### config.mk
export PLATFORM = sky130hd
export DESIGN_NAME = aclink_frame_tx
export DESIGN_NICKNAME = d
export VERILOG_FILES = /design/src/rtl/aclink_pkg.sv /design/src/rtl/aclink_tx_ctrl.sv /design/src/rtl/aclink_tx_dpath.sv /design/src/rtl/aclink_frame_tx.sv
export SDC_FILE = /design/constraint.sdc
export NUM_CORES = 1
export LEC_CHECK = 0
export ABC_CLOCK_PERIOD_IN_PS = 2720
export BUFFER_PORTS_ARGS = -buffer_cell sky130_fd_sc_hd__clkbuf_2
export CAP_MARGIN = 25
export CORE_MARGIN = 2
export CORE_UTILIZATION = 45
export CTS_BUF_LIST = sky130_fd_sc_hd__clkbuf_4 sky130_fd_sc_hd__clkbuf_8 sky130_fd_sc_hd__clkbuf_16
export CTS_CLUSTER_DIAMETER = 60
export DETAILED_ROUTE_END_ITERATION = 10
export PLACE_DENSITY_LB_ADDON = 0.3
export SLEW_MARGIN = 20
export SYNTH_ARGS = -nofsm -noshare
export SYNTH_HDL_FRONTEND = slang
export SYNTH_HIERARCHICAL = 1
export SYNTH_SLANG_ARGS = --single-unit
### constraint.sdc
create_clock -name bitClk -period 2.72 [get_ports bitClk]
set_input_delay 0.408 -clock bitClk [delete_from_list [all_inputs] [get_ports bitClk]]
set_output_delay 0.408 -clock bitClk [all_outputs]
set_load 0.01 [all_outputs]
### src/rtl/aclink_pkg.sv
package aclink_pkg;
  localparam int TAG_BITS   = 16;
  localparam int SLOT_BITS  = 20;
  localparam int DATA_SLOTS = 12;
  localparam int FRAME_BITS = TAG_BITS + DATA_SLOTS * SLOT_BITS;
  localparam int SEL_W      = $clog2(DATA_SLOTS + 1);
  localparam int BIT_W      = $clog2(SLOT_BITS);

  // strobes from the sequencer to the datapath, valid for the coming edge
  typedef struct packed {
    logic             slotStart;  // coming edge launches the MSB of a field
    logic [SEL_W-1:0] slotSel;    // 0 = tag, 1..DATA_SLOTS = data slot
    logic             frameLoad;  // coming edge is the frame boundary
    logic             outEn;      // data line enabled
    logic             syncNext;   // value SYNC takes at the coming edge
  } txStrobe_t;
endpackage

### src/rtl/aclink_tx_ctrl.sv
module aclink_tx_ctrl
  import aclink_pkg::*;
(
  input  logic      clk,
  input  logic      rst,
  output txStrobe_t strb
);
  localparam logic [SEL_W-1:0] LAST_SLOT = SEL_W'(DATA_SLOTS);
  localparam logic [BIT_W-1:0] TAG_TOP   = BIT_W'(TAG_BITS - 1);
  localparam logic [BIT_W-1:0] SLOT_TOP  = BIT_W'(SLOT_BITS - 1);

  logic [SEL_W-1:0] slotIdx;   // field holding the bit launched next
  logic [BIT_W-1:0] bitLeft;   // bits of that field still to follow it
  logic             armed;     // a full silent frame has passed since reset
  logic             wrap;

  assign wrap = (slotIdx == LAST_SLOT) && (bitLeft == '0);

  always_ff @(posedge clk) begin
    if (rst) begin
      slotIdx <= '0;
      bitLeft <= TAG_TOP;
      armed   <= 1'b0;
    end else begin
      if (bitLeft == '0) begin
        slotIdx <= wrap ? '0 : slotIdx + SEL_W'(1);
        bitLeft <= wrap ? TAG_TOP : SLOT_TOP;
      end else begin
        bitLeft <= bitLeft - BIT_W'(1);
      end
      armed <= armed | wrap;
    end
  end

  always_comb begin
    strb.slotStart = (slotIdx == '0) ? (bitLeft == TAG_TOP) : (bitLeft == SLOT_TOP);
    strb.slotSel   = slotIdx;
    strb.frameLoad = wrap;
    strb.outEn     = armed;
    // SYNC covers the last bit of a frame and tag bits 15..1 of the next
    strb.syncNext  = wrap || (armed && (slotIdx == '0) && (bitLeft != '0));
  end
endmodule

### src/rtl/aclink_tx_dpath.sv
module aclink_tx_dpath
  import aclink_pkg::*;
#(
  parameter int SAMPLE_W = 18
) (
  input  logic                 clk,
  input  logic                 rst,
  input  txStrobe_t            strb,
  input  logic [SAMPLE_W-1:0]  pcmLeft,
  input  logic [SAMPLE_W-1:0]  pcmRight,
  input  logic                 pcmValid,
  output logic                 pcmReady,
  input  logic [SLOT_BITS-1:0] cmdAddr,
  input  logic [SLOT_BITS-1:0] cmdData,
  input  logic                 cmdValid,
  output logic                 cmdReady,
  output logic                 syncOut,
  output logic                 sdataOut,
  output logic                 sampleReq
);
  localparam int PAD_W = SLOT_BITS - SAMPLE_W;

  logic [SAMPLE_W-1:0]  pendLeft, pendRight, frLeft, frRight;
  logic [SLOT_BITS-1:0] pendAddr, pendData, frAddr, frData;
  logic                 pcmHeld, cmdHeld, frPcmOn, frCmdOn;
  logic                 pcmTake, cmdTake;
  logic [SLOT_BITS-1:0] leftJ, rightJ, word, shiftReg;
  logic [DATA_SLOTS-1:0] slotOn;
  logic [TAG_BITS-1:0]  tagBits;

  assign pcmReady = ~pcmHeld & ~rst;
  assign cmdReady = ~cmdHeld & ~rst;
  assign pcmTake  = pcmValid & pcmReady;
  assign cmdTake  = cmdValid & cmdReady;

  // holding registers and frame registers
  always_ff @(posedge clk) begin
    if (rst) begin
      pcmHeld <= 1'b0;
      cmdHeld <= 1'b0;
      frPcmOn <= 1'b0;
      frCmdOn <= 1'b0;
      pendLeft <= '0; pendRight <= '0; frLeft <= '0; frRight <= '0;
      pendAddr <= '0; pendData  <= '0; frAddr <= '0; frData  <= '0;
    end else begin
      if (strb.frameLoad) begin
        frLeft  <= pendLeft;
        frRight <= pendRight;
        frAddr  <= pendAddr;
        frData  <= pendData;
        frPcmOn <= pcmHeld;
        frCmdOn <= cmdHeld;
        pcmHeld <= 1'b0;
        cmdHeld <= 1'b0;
      end
      if (pcmTake) begin
        pendLeft  <= pcmLeft;
        pendRight <= pcmRight;
        pcmHeld   <= 1'b1;
      end
      if (cmdTake) begin
        pendAddr <= cmdAddr;
        pendData <= cmdData;
        cmdHeld  <= 1'b1;
      end
    end
  end

  // left-justified sample placement; the pad width picks the variant
  generate
    if (PAD_W == 0) begin : g_nopad
      assign leftJ  = frLeft;
      assign rightJ = frRight;
    end else begin : g_pad
      assign leftJ  = {frLeft,  PAD_W'(0)};
      assign rightJ = {frRight, PAD_W'(0)};
    end
  endgenerate

  always_comb begin
    slotOn    = '0;
    slotOn[0] = frCmdOn;
    slotOn[1] = frCmdOn;
    slotOn[2] = frPcmOn;
    slotOn[3] = frPcmOn;
    tagBits   = '0;
    tagBits[TAG_BITS-1] = |slotOn;
    for (int i = 0; i < DATA_SLOTS; i++) tagBits[TAG_BITS-2-i] = slotOn[i];
  end

  always_comb begin
    case (strb.slotSel)
      SEL_W'(0): word = {tagBits, (SLOT_BITS - TAG_BITS)'(0)};
      SEL_W'(1): word = frCmdOn ? frAddr : '0;
      SEL_W'(2): word = frCmdOn ? frData : '0;
      SEL_W'(3): word = frPcmOn ? leftJ  : '0;
      SEL_W'(4): word = frPcmOn ? rightJ : '0;
      default:   word = '0;
    endcase
  end

  // serializer: all line changes on the rising edge
  always_ff @(posedge clk) begin
    if (rst) begin
      shiftReg  <= '0;
      sdataOut  <= 1'b0;
      syncOut   <= 1'b0;
      sampleReq <= 1'b0;
    end else begin
      if (strb.slotStart) begin
        sdataOut <= strb.outEn & word[SLOT_BITS-1];
        shiftReg <= word << 1;
      end else begin
        sdataOut <= strb.outEn & shiftReg[SLOT_BITS-1];
        shiftReg <= shiftReg << 1;
      end
      syncOut   <= strb.syncNext;
      sampleReq <= strb.frameLoad;
    end
  end
endmodule

### src/rtl/aclink_frame_tx.sv
module aclink_frame_tx
  import aclink_pkg::*;
#(
  parameter int SAMPLE_W = 18
) (
  input  logic                 bitClk,
  input  logic                 rst,
  input  logic [SAMPLE_W-1:0]  pcmLeft,
  input  logic [SAMPLE_W-1:0]  pcmRight,
  input  logic                 pcmValid,
  output logic                 pcmReady,
  input  logic [SLOT_BITS-1:0] cmdAddr,
  input  logic [SLOT_BITS-1:0] cmdData,
  input  logic                 cmdValid,
  output logic                 cmdReady,
  output logic                 syncOut,
  output logic                 sdataOut,
  output logic                 sampleReq
);
  txStrobe_t strb;

  aclink_tx_ctrl u_ctrl (
    .clk  (bitClk),
    .rst  (rst),
    .strb (strb)
  );

  aclink_tx_dpath #(.SAMPLE_W(SAMPLE_W)) u_dpath (
    .clk       (bitClk),
    .rst       (rst),
    .strb      (strb),
    .pcmLeft   (pcmLeft),
    .pcmRight  (pcmRight),
    .pcmValid  (pcmValid),
    .pcmReady  (pcmReady),
    .cmdAddr   (cmdAddr),
    .cmdData   (cmdData),
    .cmdValid  (cmdValid),
    .cmdReady  (cmdReady),
    .syncOut   (syncOut),
    .sdataOut  (sdataOut),
    .sampleReq (sampleReq)
  );
endmodule

== After elaboration in Yosys (flattened, before gate mapping) ==
Cells that the tools add are included.

* Memory bits (read-only): 0
* Output and inout bits: 5
* Word-level logic and storage cells: 62
* Memory bits (writable): 0
* Bits of input ports: 80
* Memories kept: 0
* Latch bits: 0
* Flip-flop bits (word level): 189

* Add/sub/neg operators: 2
* $lt $le $gt $ge: 0
* Multipliers: 0
* Divide/modulo/power cells: 0
* Reduce and logical (&&, ||, !) cells: 10
* Bitwise operators: 10
* Mux-type cells: 14
* Equality and inequality tests: 7
* Shifts and indexed selects: 0

{| class="wikitable"
|+ Operators by type and width
! cell !! number
|-
| $mux W20 || 5
|-
| $pmux W20 S5 || 1
|-
| $mux W5 || 2
|-
| $eq A4 B2 Y1 const B || 2
|-
| $and A1 B1 Y1 || 6
|-
| $eq A5 B4 Y1 const B || 1
|-
| $eq A5 B5 Y1 const B || 1
|-
| $logic_not A5 Y1 || 1
|-
| $mux W1 || 5
|-
| $reduce_bool A5 Y1 || 1
|-
| $sub A5 B1 Y5 const B || 1
|-
| $add A4 B1 Y4 const B || 1
|-
| $eq A4 B1 Y1 const B || 1
|-
| $eq A4 B3 Y1 const B || 1
|-
| $eq A4 B4 Y1 const B || 1
|-
| $logic_not A4 Y1 || 1
|-
| $mux W4 || 1
|-
| $reduce_bool A2 Y1 || 2
|-
| $logic_and A1 B1 Y1 || 3
|-
| $not A1 Y1 || 3
|-
| $reduce_or A2 Y1 || 1
|-
| $logic_or A1 B1 Y1 || 1
|-
| $or A1 B1 Y1 || 1
|}

== Longest topological paths before layout ==
Gate-level depths: netlist (run 1).

* Depth in word-level cells: 4
* Gate-level depth with buffers: 11
* Gate-level depth less buffers: 9

== By module ==
Netlist (run 1), hierarchy kept.

{| class="wikitable"
|+ Modules (own cells, without submodules)
! module !! cells an instance !! area each (um2) !! instances
|-
| aclink_tx_dpath || 739 || 6671.4 || 1
|-
| aclink_tx_ctrl || 61 || 535.5 || 1
|}

== Worst setup path before layout (run 1) ==
No wires, ideal clock.

* Path kind: register -> register
* Start point: register u_ctrl.slotIdx[1]
* End point: register u_dpath.shiftReg[10]
* Setup time: 0.069 ns
* Data required time: 2.651 ns
* Buffers on the path: 1
* Path slack: -0.254 ns
* Stages on the path, launching flop included: 11
* Period minus slack after synthesis: 2.974 ns
* Arrival: 2.905 ns
* Cell sequence: dfxtp_1 -> inv_1 -> ha_1 -> nor3b_1 -> or4b_2 -> a21boi_0 -> nor2b_1 -> nand4_1 -> clkbuf_1 -> a2bb2oi_1 -> o21ai_1

{| class="wikitable"
|+ RTL lines
! element !! line !! text
|-
| start, declared || aclink_tx_ctrl.sv:12 || <nowiki>logic [SEL_W-1:0] slotIdx;</nowiki>
|-
| start signal, assigned || aclink_tx_ctrl.sv:26 || <nowiki>slotIdx <= wrap ? '0 : slotIdx + SEL_W'(1);</nowiki>
|-
| end signal, assigned || aclink_tx_dpath.sv:112 || <nowiki>shiftReg <= word << 1;</nowiki>
|-
| end signal, assigned || aclink_tx_dpath.sv:115 || <nowiki>shiftReg <= shiftReg << 1;</nowiki>
|-
| end, declared || aclink_tx_dpath.sv:27 || <nowiki>logic [SLOT_BITS-1:0] leftJ, rightJ, word, shiftReg;</nowiki>
|}

==> results_dict.tcl, run 1 <==
set metrics [dict create \
    ys.flop_type "dfxtp_1" \
    cp.required_ps 3080 \
    firstDrtPassIters 5 \
    initial_core_util 0.4570 \
    holdBufCountCts 0 \
    power_frac_seq 0.531 \
    ys_types 47 \
    cp-end-kind "flip-flop" \
    fp-row-count 46 \
    min_path_cells 3 \
    p_int_w 0.004249 \
    cp_slowest_cell "or4b_2" \
    diodes 0 \
    drc 0 \
    cp_data_arrival_time_ps 2890 \
    vias 5491 \
    dieHeight_um 130.6 \
    syn_area_per_cell_um2 9.009 \
    synth_area_um2 7207 \
    cpPeakStageDelay_ps 620 \
    setup_viol 0 \
    cts_tree "yes" \
    final_antenna_net_count 0 \
    clockPowerShare 0.424 \
    crit_type "flip-flop to flip-flop" \
    timing.fmax_ghz 0.3952 \
    min_path_type "input port to flip-flop" \
    drive_above_1_share 0.1707 \
    critPathLaunchType "flip-flop" \
    timing.hold.ws_ps 173.4 \
    fin_crit_sh 0.9303 \
    clk_latency_ps 430 \
    viasPerCell 5.042 \
    cts-htree-levels 4 \
    grt_pass1_vias 5012 \
    synth-edff-count 0 \
    crit_path_max_fanout 13 \
    r2r_slack_ps 190 \
    r2r_start "u_ctrl/slotIdx[0]" \
    tns_ps 0 \
    grt_use_total 0.1920 \
    grt-ovfl-total 0 \
    yosysWarnings 6 \
    nFillCells 1537 \
    grt_pass1_wl_um 25390 \
    clock-sinks 188 \
    critPathBufInv 2 \
    ys_seq_area_frac 0.5222 \
    r2r_end "u_dpath/shiftReg[3]" \
    routed_wl_um 15780 \
    power.net_switching_w 0.001196 \
    reg2reg_depth 10 \
    clk_pin_slew_ps 70 \
    outcome "complete, no violations" \
    synthCells 800 \
    swShare 0.2196 \
    post_cts_buffers 0 \
    worstHoldEndpoint "u_dpath/pendLeft[17]" \
    ys_seq_elements 188 \
    cts_buffers 17 \
    synth-async-reset-ratio 0 \
    io_buffers 84 \
    wire_per_inst_um 14.49 \
    rsz0062_at_grt "no" \
    ir_drop_mv 0.4423 \
    grt_antenna_before_repair 0 \
    first_iter_violations 446 \
    cts_max_path_buffers 2 \
    hpwlAfterDp_um 10350 \
    final_nets 946 \
    finClkSkew_ps 8.763 \
    hold_viol_final 0 \
    path_cells "inv_1, ha_1, nor3b_1, or4b_2, a21boi_2, nor2b_2, and2_2, nand3_1, buf_4, o21ai_1" \
    min_period_ps 2530 \
    cpLargestDelayFamily "simple AND/OR/NAND/NOR gates" \
    coreArea_um2 15770 \
    synth_nets 884 \
    comb_power_share 0.045 \
    die-area_um2 17040 \
    leakage_nw 3.032 \
    place.gp.congestion 0.7702 \
    cts_root_buf "clkbuf_16" \
    synthToLayoutAreaGrowth_pct 16.20 \
    slew_viol_final 0 \
    power_density_nw_per_um2 650.2 \
    grt_max_degree 81 \
    tightest_slew_ps 702.8 \
    min_from "pcmLeft[17]" \
    ios 85 \
    post_cts_resized 0 \
    maxCapViolCount 0 \
    fp.dieW_um 130.6 \
    max-slew-margin-rel 0.5249 \
]
[state kept, by name, indices dropped and copies added (netlist names), 4 cells and up]
| register | cells |
|---|---|
| u_dpath/frAddr | 20 |
| u_dpath/frData | 20 |
| u_dpath/pendAddr | 20 |
| u_dpath/pendData | 20 |
| u_dpath/shiftReg | 19 |
| u_dpath/frLeft | 18 |
| u_dpath/frRight | 18 |
| u_dpath/pendLeft | 18 |
| u_dpath/pendRight | 18 |
| u_ctrl/bitLeft | 5 |
| u_ctrl/slotIdx | 4 |
[power groups by stage]
| stage | Combinational [W] | Sequential, W | Clock (W) |
|---|---|---|---|
| after floorplan | 0.000152 | 0.00293 | 0 |
| after global placement | 0.000245 | 0.00295 | 0 |
| after detailed placement | 0.000248 | 0.00295 | 0 |
| after CTS | 0.000250 | 0.00289 | 0.00235 |
| after global routing | 0.000284 | 0.00290 | 0.00246 |
| final | 0.000247 | 0.00289 | 0.00231 |
[placed cells by master (no fill, tap or decap), types with 3 or more instances in the layout]
cell type    n
dfxtp_1    187
nand2_1    161
nor2_1      90
clkbuf_2    83
mux2i_1     80
o21ai_0     78
a22oi_1     28
clkbuf_16   17
buf_4       15
o21ai_1     15
a2bb2oi_1   13
a21oi_1     12
inv_1        9
a22o_1       8
nand2b_1     7
nand3_1      6
clkinv_2     5
clkbuf_4     4
buf_12       4
ha_1         4
nor2b_1      4
o31ai_1      3
[cells in the mapped netlist (2+ instances only)]
cell       count  share of area
mux2i_1       80           0.11
o31ai_1        3         0.0031
a2bb2oi_1     13          0.016
nand2_1      161          0.084
a22o_1         8         0.0097
nor2_1        91          0.047
o21ai_0       78          0.054
nand2b_1       7         0.0061
inv_1          9         0.0047
ha_1           4         0.0069
buf_4          3         0.0031
o21ai_1       15          0.010
and2_1         3         0.0026
nand3_1        6         0.0042
nor4b_4        2         0.0066
nand4_1        2         0.0017
a21o_1         2         0.0021
a21oi_1       12         0.0083
clkbuf_1      28          0.015
a32oi_1        2         0.0024
nor2b_1        5         0.0043
a31o_2         2         0.0024
buf_2         19          0.013
dfxtp_1      188           0.52
a22oi_1       28          0.029
buf_6          2         0.0031
buf_1          7         0.0036
[how the worst max path moves through the flow]
stage	slack [ps]	cells past startpoint	start	endpoint
CTS	80	10	u_ctrl/slotIdx[0]	u_dpath/shiftReg[3]
global placement	160	10	u_ctrl/slotIdx[0]	u_dpath/shiftReg[15]
global route	30	10	u_ctrl/slotIdx[0]	u_dpath/shiftReg[3]
floorplan	50	10	u_ctrl/slotIdx[1]	u_dpath/shiftReg[10]
detailed placement	110	10	u_ctrl/slotIdx[0]	u_dpath/shiftReg[7]
finish	190	10	u_ctrl/slotIdx[0]	u_dpath/shiftReg[3]
[through the flow]
stage / instance area [µm²] / setup slack, ps / util / total power (W) / std cells
final: 8374 / 189.6 / 0.5310 / 0.005445 / 1089
after global routing: 8374 / 29.30 / 0.5310 / 0.005642 / 1089
after CTS: 8369 / 82.66 / 0.5307 / 0.005487 / 1089
after detailed placement: 7829 / 112.0 / 0.4964 / 0.003200 / 1059
after global placement: 7829 / 161.3 / 0.4964 / 0.003196 / 1059
after floorplan: 7212 / 45.35 / - / 0.003082 / 800
[final cells by class]
class,count,area [µm²],area share
Clock buffer,22,469.2,0.05603
Clock inverter,8,71.32,0.008516
Inverter,10,37.54,0.004482
Multi-Input combinational cell,542,3148,0.3759
Sequential cell,188,3765,0.4496
Tap cell,216,270.3,0.03227
Timing Repair Buffer,103,613.1,0.07321
[per-layer routing]
metal  GRT usage  up-vias  share of wire
met3     0.04275       21          0.035
met5           0        -              0
met2      0.2935       88           0.45
met1      0.2669     2527           0.49
li1            -     2855              -
met4     0.07259        0          0.019
[kinds of logic after synthesis]
| group | Yosys count | share of synthesized area |
|---|---|---|
| xor gates and xnor gates | 1 | 0.001215 |
| AOI/OAI and AO/OA | 169 | 0.1446 |
| DFF | 188 | 0.5222 |
| adders and majority gates | 4 | 0.006945 |
| and+or+nand+nor | 288 | 0.1703 |
| buffers and inverters | 70 | 0.04357 |
| muxes | 80 | 0.1111 |
[worst register-to-register path, stage by stage, from the launching register on]
cell and delay (ps):
dfxtp_1 330, inv_1 60, ha_1 220, nor3b_1 160
or4b_2 620, a21boi_2 170, nor2b_2 240, and2_2 230
nand3_1 100, buf_4 210, o21ai_1 140
Note: power is estimated with default switching activity, not from simulation.
==> run 2, diff against run 1 <==
--- a/config.mk
+++ b/config.mk
@@ -8,12 +8,13 @@
 export ABC_CLOCK_PERIOD_IN_PS = 2720
 export BUFFER_PORTS_ARGS = -buffer_cell sky130_fd_sc_hd__clkbuf_2
 export CAP_MARGIN = 25
-export CORE_MARGIN = 2
 export CORE_UTILIZATION = 45
 export CTS_BUF_LIST = sky130_fd_sc_hd__clkbuf_4 sky130_fd_sc_hd__clkbuf_8 sky130_fd_sc_hd__clkbuf_16
 export CTS_CLUSTER_DIAMETER = 60
 export DETAILED_ROUTE_END_ITERATION = 10
 export PLACE_DENSITY_LB_ADDON = 0.3
+export RECOVER_POWER = 100
+export SKIP_LAST_GASP = 1
 export SLEW_MARGIN = 20
 export SYNTH_ARGS = -nofsm -noshare
 export SYNTH_HDL_FRONTEND = slang
==> run 2 against run 1 <==
- die area decreased by 3.0%
- critical endpoint is now u_dpath/shiftReg[11]
- critical path depth unchanged
- routed wire length down 0.65%
- critical path type unchanged
==> results_dict.tcl, run 2 (same netlist as run 1, synthesis figures left out) <==
set metrics [dict create \
    min_period_ps 2559 \
    r2r_end "u_dpath/shiftReg[11]" \
    synthToLayoutAreaGrowth_pct 16.08 \
    diodes 0 \
    grt-ovfl-total 0 \
    placed_cell_area_um2 7858 \
    comb_power_share 0.045 \
    reg2reg_depth 10 \
    wire_per_inst_um 14.39 \
    tightest_slew_ps 1182 \
    post-route-cell-area_um2 8366 \
    r2r_start "u_ctrl/slotIdx[0]" \
    ir_drop_mv 0.4624 \
    clockPowerShare 0.427 \
    finish.utilization 0.5423 \
    cts-htree-levels 4 \
    die-area_um2 16530 \
    grt_pass1_wl_um 26100 \
    final_nets 949 \
    cts_tree "yes" \
    fin_crit_sh 0.9407 \
    finalPower_w 0.005472 \
    timing.fmax_ghz 0.3908 \
    worstHoldEndpoint "u_dpath/pendAddr[18]" \
    drive_above_1_share 0.1617 \
    pre_cts_slack_ps 47.55 \
    cts_root_buf "clkbuf_16" \
    final_common_cell "dfxtp_1" \
    p_int_w 0.004222 \
    maxCapViolCount 0 \
    final_antenna_net_count 0 \
    routed_wl_um 15670 \
    first_iter_violations 473 \
    ios 85 \
    clock-sinks 188 \
    place.gp.congestion 0.8117 \
    final_cell_mix "dfxtp_1, nand2_1, nor2_1" \
    min_from "cmdAddr[18]" \
    hold_viol_final 0 \
    dieHeight_um 128.6 \
    fp-row-count 45 \
    power_density_nw_per_um2 654.1 \
    grt_antenna_before_repair 0 \
    min_path_cells 3 \
    hpwlAfterDp_um 10480 \
    vias 5526 \
    crit_type "flip-flop to flip-flop" \
    clk_pin_slew_ps 70 \
    swShare 0.2284 \
    finClkSkew_ps 6.343 \
    fin_ws_ps 161.2 \
    cp_data_arrival_time_ps 2910 \
    cts_max_path_buffers 2 \
    cp-startpoint "u_ctrl/slotIdx[0]" \
    power_frac_seq 0.528 \
    power.net_switching_w 0.001250 \
    holdBufCountCts 0 \
    grt_max_degree 79 \
    setup_viol 0 \
    fp.dieW_um 128.6 \
    initial_core_util 0.4672 \
    leakage_nw 3.005 \
    grt_pass1_vias 5145 \
    firstDrtPassIters 5 \
    r2r_slack_ps 160 \
    tns_ps 0 \
    rsz0062_at_grt "no" \
    cp-end-kind "flip-flop" \
    cp.required_ps 3070 \
    coreArea_um2 15430 \
    critPathLaunchType "flip-flop" \
    drc 0 \
    outcome "complete, no violations" \
    crit_path_max_fanout 13 \
    io_buffers 84 \
    slew_viol_final 0 \
    viasPerCell 5.074 \
    clk_latency_ps 430 \
    max-slew-margin-rel 0.2117 \
    min_path_type "input port to flip-flop" \
    grt_use_total 0.2032 \
    cts_buffers 17 \
]
## run 2: worst max path at each step
stage | slack, ps | end | cells past startpoint
after floorplan | 50 | u_dpath/shiftReg[10] | 10
after global placement | 130 | u_dpath/shiftReg[15] | 10
after detailed placement | 50 | u_dpath/shiftReg[5] | 10
after CTS | 30 | u_dpath/shiftReg[5] | 10
after global routing | 10 | u_dpath/shiftReg[11] | 10
final | 160 | u_dpath/shiftReg[11] | 10
## run 2: repair_timing
action | 4_1_cts | 5_1_grt
setup endpoints to repair | 0 | 15
gates resized for setup | 0 | 3
buffers inserted | 0 | 0
## run 2: area by class of cell
cell class / instances / area (µm²)
Fill cell: 1461 / 7062
Sequential cell: 188 / 3765
Multi-Input combinational cell: 542 / 3143
Timing Repair Buffer: 106 / 593.1
Clock buffer: 18 / 439.2
Tap cell: 211 / 264.0
Clock inverter: 14 / 123.9
Inverter: 10 / 37.54
## run 2: critical path, stage by stage, from the launching register on
cell and delay, ps:
dfxtp_1 340, inv_1 60, ha_1 220, nor3b_1 160, or4b_2 620, a21boi_2 200, nor2b_4 200, and2_2 210
nand3_1 100, buf_4 210, o21ai_0 170
## run 2: power by group through the flow
stage | Sequential (W) | Clock (W) | Combinational, W
3_3_place_gp | 0.00295 | 0 | 0.000251
5_1_grt | 0.00290 | 0.00251 | 0.000284
2_1_floorplan | 0.00293 | 0 | 0.000152
6_report | 0.00289 | 0.00234 | 0.000246
4_1_cts | 0.00289 | 0.00239 | 0.000255
3_5_place_dp | 0.00295 | 0 | 0.000253
## run 2: stage by stage
stage | instances | hold slack (ps)
2_1_floorplan | 800 | 394.9
6_report | 1089 | 170.2
4_1_cts | 1089 | 152.0
3_5_place_dp | 1057 | 418.8
3_3_place_gp | 1057 | 412.7
5_1_grt | 1089 | 157.7
## run 2: metal layers
layer | GRT usage | up-vias | share of wire
met5 | 0 | - | 0
li1 | - | 2847 | -
met3 | 0.05198 | 16 | 0.039
met4 | 0.06505 | 0 | 0.014
met1 | 0.2786 | 2556 | 0.49
met2 | 0.3126 | 107 | 0.46
==> run 3, diff against run 2 <==
--- a/config.mk
+++ b/config.mk
@@ -5,9 +5,11 @@
 export SDC_FILE = /design/constraint.sdc
 export NUM_CORES = 1
 export LEC_CHECK = 0
+export ABC_AREA = 1
 export ABC_CLOCK_PERIOD_IN_PS = 2720
 export BUFFER_PORTS_ARGS = -buffer_cell sky130_fd_sc_hd__clkbuf_2
 export CAP_MARGIN = 25
+export CORE_ASPECT_RATIO = 0.8
 export CORE_UTILIZATION = 45
 export CTS_BUF_LIST = sky130_fd_sc_hd__clkbuf_4 sky130_fd_sc_hd__clkbuf_8 sky130_fd_sc_hd__clkbuf_16
 export CTS_CLUSTER_DIAMETER = 60
==> run 3 against run 2 <==
- clock skew is 4.7 ps higher
- power is 3.4% higher
- via count is 19% higher
- die area is 5.7% higher
- flip-flop and latch count stayed put
- global-route usage is 0.16 points higher
- combinational power is 22% higher
- critical endpoint is now u_dpath/shiftReg[2]
- highest routed layer unchanged
==> results_dict.tcl, run 3 <==
set metrics [dict create \
    hpwlAfterDp_um 11380 \
    crit_path_max_fanout 14 \
    pre_cts_slack_ps 623.3 \
    finish.utilization 0.5233 \
    synth_nets 1113 \
    io_buffers 84 \
    synth_area_um2 7622 \
    dieHeight_um 118.4 \
    post_cts_buffers 0 \
    synthToLayoutAreaGrowth_pct 13.64 \
    cts_tree "yes" \
    rsz0062_at_grt "no" \
    leakage_nw 4.071 \
    final_common_cell "nand2_1" \
    power_density_nw_per_um2 653.5 \
    die-area_um2 17470 \
    holdBufCountCts 0 \
    fp-row-count 42 \
    fin_ws_ps 506.1 \
    routed_wl_um 17140 \
    synth-edff-count 0 \
    fin_crit_sh 0.8139 \
    ys_seq_elements 188 \
    path_cells "inv_1, ha_1, nand2_1, o21ai_0, a21oi_1, buf_4, inv_1, nor2_1, nand2_1, nor2_1, nand2_1, nand2_1" \
    timing.fmax_ghz 0.4517 \
    final_antenna_net_count 0 \
    cts_buffers 17 \
    cp_slowest_cell "dfxtp_1" \
    clk_pin_slew_ps 70 \
    hold_viol_final 0 \
    ys_types 29 \
    final_cell_mix "nand2_1, dfxtp_1, o21ai_0" \
    final_nets 1158 \
    nFillCells 1662 \
    cp.required_ps 3100 \
    wire_per_inst_um 13.12 \
    yosysMostFrequentCell "nand2_1" \
    post_cts_resized 0 \
    finClkSkew_ps 11.06 \
    setup_viol 0 \
    synthCells 1029 \
    diodes 0 \
    cp-end-kind "flip-flop" \
    cts_max_path_buffers 2 \
    clk_latency_ps 430 \
    outcome "complete, no violations" \
    drive_above_1_share 0.1224 \
    grt_max_degree 100 \
    vias 6577 \
    yosysWarnings 6 \
    maxCapViolCount 0 \
    ios 85 \
    yosysTopAreaCell "dfxtp_1" \
    tns_ps 0 \
    grt_pass1_wl_um 28690 \
    place.gp.congestion 0.8432 \
    viasPerCell 5.032 \
    min_path_type "input port to flip-flop" \
    fp.dieW_um 147.5 \
    cpPeakStageDelay_ps 470 \
    cp_data_arrival_time_ps 2590 \
    min_period_ps 2214 \
    first_iter_violations 544 \
    cts-htree-levels 4 \
    ir_drop_mv 0.4337 \
    max-slew-margin-rel 0.009281 \
    grt_use_total 0.2048 \
    yosysTopAreaCellShare 0.4938 \
    tightest_slew_ps 1486 \
    initial_core_util 0.4605 \
    cp_common_cell "nand2_1" \
    crit_type "flip-flop to flip-flop" \
    firstDrtPassIters 5 \
    syn_area_per_cell_um2 7.407 \
    ys.flop_type "dfxtp_1" \
    coreArea_um2 16550 \
    grt-ovfl-total 0 \
    synthTopCellsByArea "dfxtp_1, nand2_1, o21ai_0" \
    slew_viol_final 0 \
    synth_common_cells "nand2_1, dfxtp_1, o21ai_0, nor2_1, nand3_1" \
    drc 0 \
    cts_root_buf "clkbuf_16" \
    grt_antenna_before_repair 0 \
    clock-sinks 188 \
    critPathLaunchType "flip-flop" \
    grt_pass1_vias 5856 \
    synth-async-reset-ratio 0 \
    ys_seq_area_frac 0.4938 \
]
[run 3: cell types whose count changed after synthesis, moves of 14 or more]
| cell | before | now |
|---|---|---|
| a21oi_1 | 12 | 77 |
| nor2_1 | 91 | 105 |
| nand4_1 | 2 | 27 |
| nand2_1 | 161 | 234 |
| nand3b_1 | 0 | 20 |
| mux2i_1 | 80 | 0 |
| nand3_1 | 6 | 83 |
| o21ai_0 | 78 | 110 |
| inv_1 | 9 | 70 |
| a22oi_1 | 28 | 0 |
[run 3: layout make-up]
class                   instances  area [µm²]  area share
well taps                     220       275.3     0.03178
repair buffers                100       541.8     0.06255
clock inverters                14       151.4     0.01748
inverters                      74       279.0     0.03221
flip-flops and latches        188        3764      0.4345
clock buffers                  18       439.2     0.05070
multi-input cells             693        3212      0.3708
[run 3: path summary, 6_finish.rpt]
check	end	depth (start not counted)	slack (ps)	from
min	u_dpath/pendData[9]	3	170	cmdData[9]
max	u_dpath/shiftReg[2]	12	510	u_ctrl/slotIdx[0]
max reg2reg	u_dpath/shiftReg[2]	12	510	u_ctrl/slotIdx[0]
min reg2reg	u_ctrl/bitLeft[0]	1	430	u_ctrl/bitLeft[0]
[run 3: report_power, final]
group,switching [W],leakage [nW],internal [W],total (W)
registers,0.0000465,1.53,0.00285,0.00289
logic,0.000187,2.25,0.000113,0.000300
clock network,0.00114,0.288,0.00133,0.00247
[run 3: cell families (layout without fill, tap and decap cells)]
group,count (synthesis),in the layout,synth area share
AO/OA/AOI/OAI,205,205,0.1367
adder cells (fa/ha/maj),4,4,0.006566
XOR/XNOR,1,1,0.001149
flip-flops,188,188,0.4938
buffers and inverters,148,206,0.08125
AND/OR/NAND/NOR,483,483,0.2805
[run 3: layer usage]
layer | share of wire | track usage | vias to the layer above | routed length (µm)
li1 | - | - | 3445 | -
met1 | 0.53 | 0.3091 | 2956 | 9025
met2 | 0.41 | 0.2895 | 159 | 7105
met3 | 0.046 | 0.03822 | 17 | 794
met4 | 0.013 | 0.06765 | 0 | 218
met5 | 0 | 0 | - | 0
[run 3: worst max-delay path: cells and delay by family (launching register included)]
family                     cells  cell delay [ps]
and+or+nand+nor                6              820
DFF                            1              470
buffers and inverters          3              410
adders and majority gates      1              250
AOI/OAI and AO/OA              2              230
[run 3: stage by stage]
step | cells | cell area [µm²] | hold slack [ps] | power [W]
6_report | 1307 | 8662 | 166.3 | 0.005661
5_1_grt | 1307 | 8662 | 156.8 | 0.005887
4_1_cts | 1307 | 8713 | 154.7 | 0.005713
3_5_place_dp | 1275 | 8123 | 413.3 | 0.003263
3_3_place_gp | 1275 | 8123 | 407.4 | 0.003257
2_1_floorplan | 1029 | 7622 | 395.4 | 0.003137
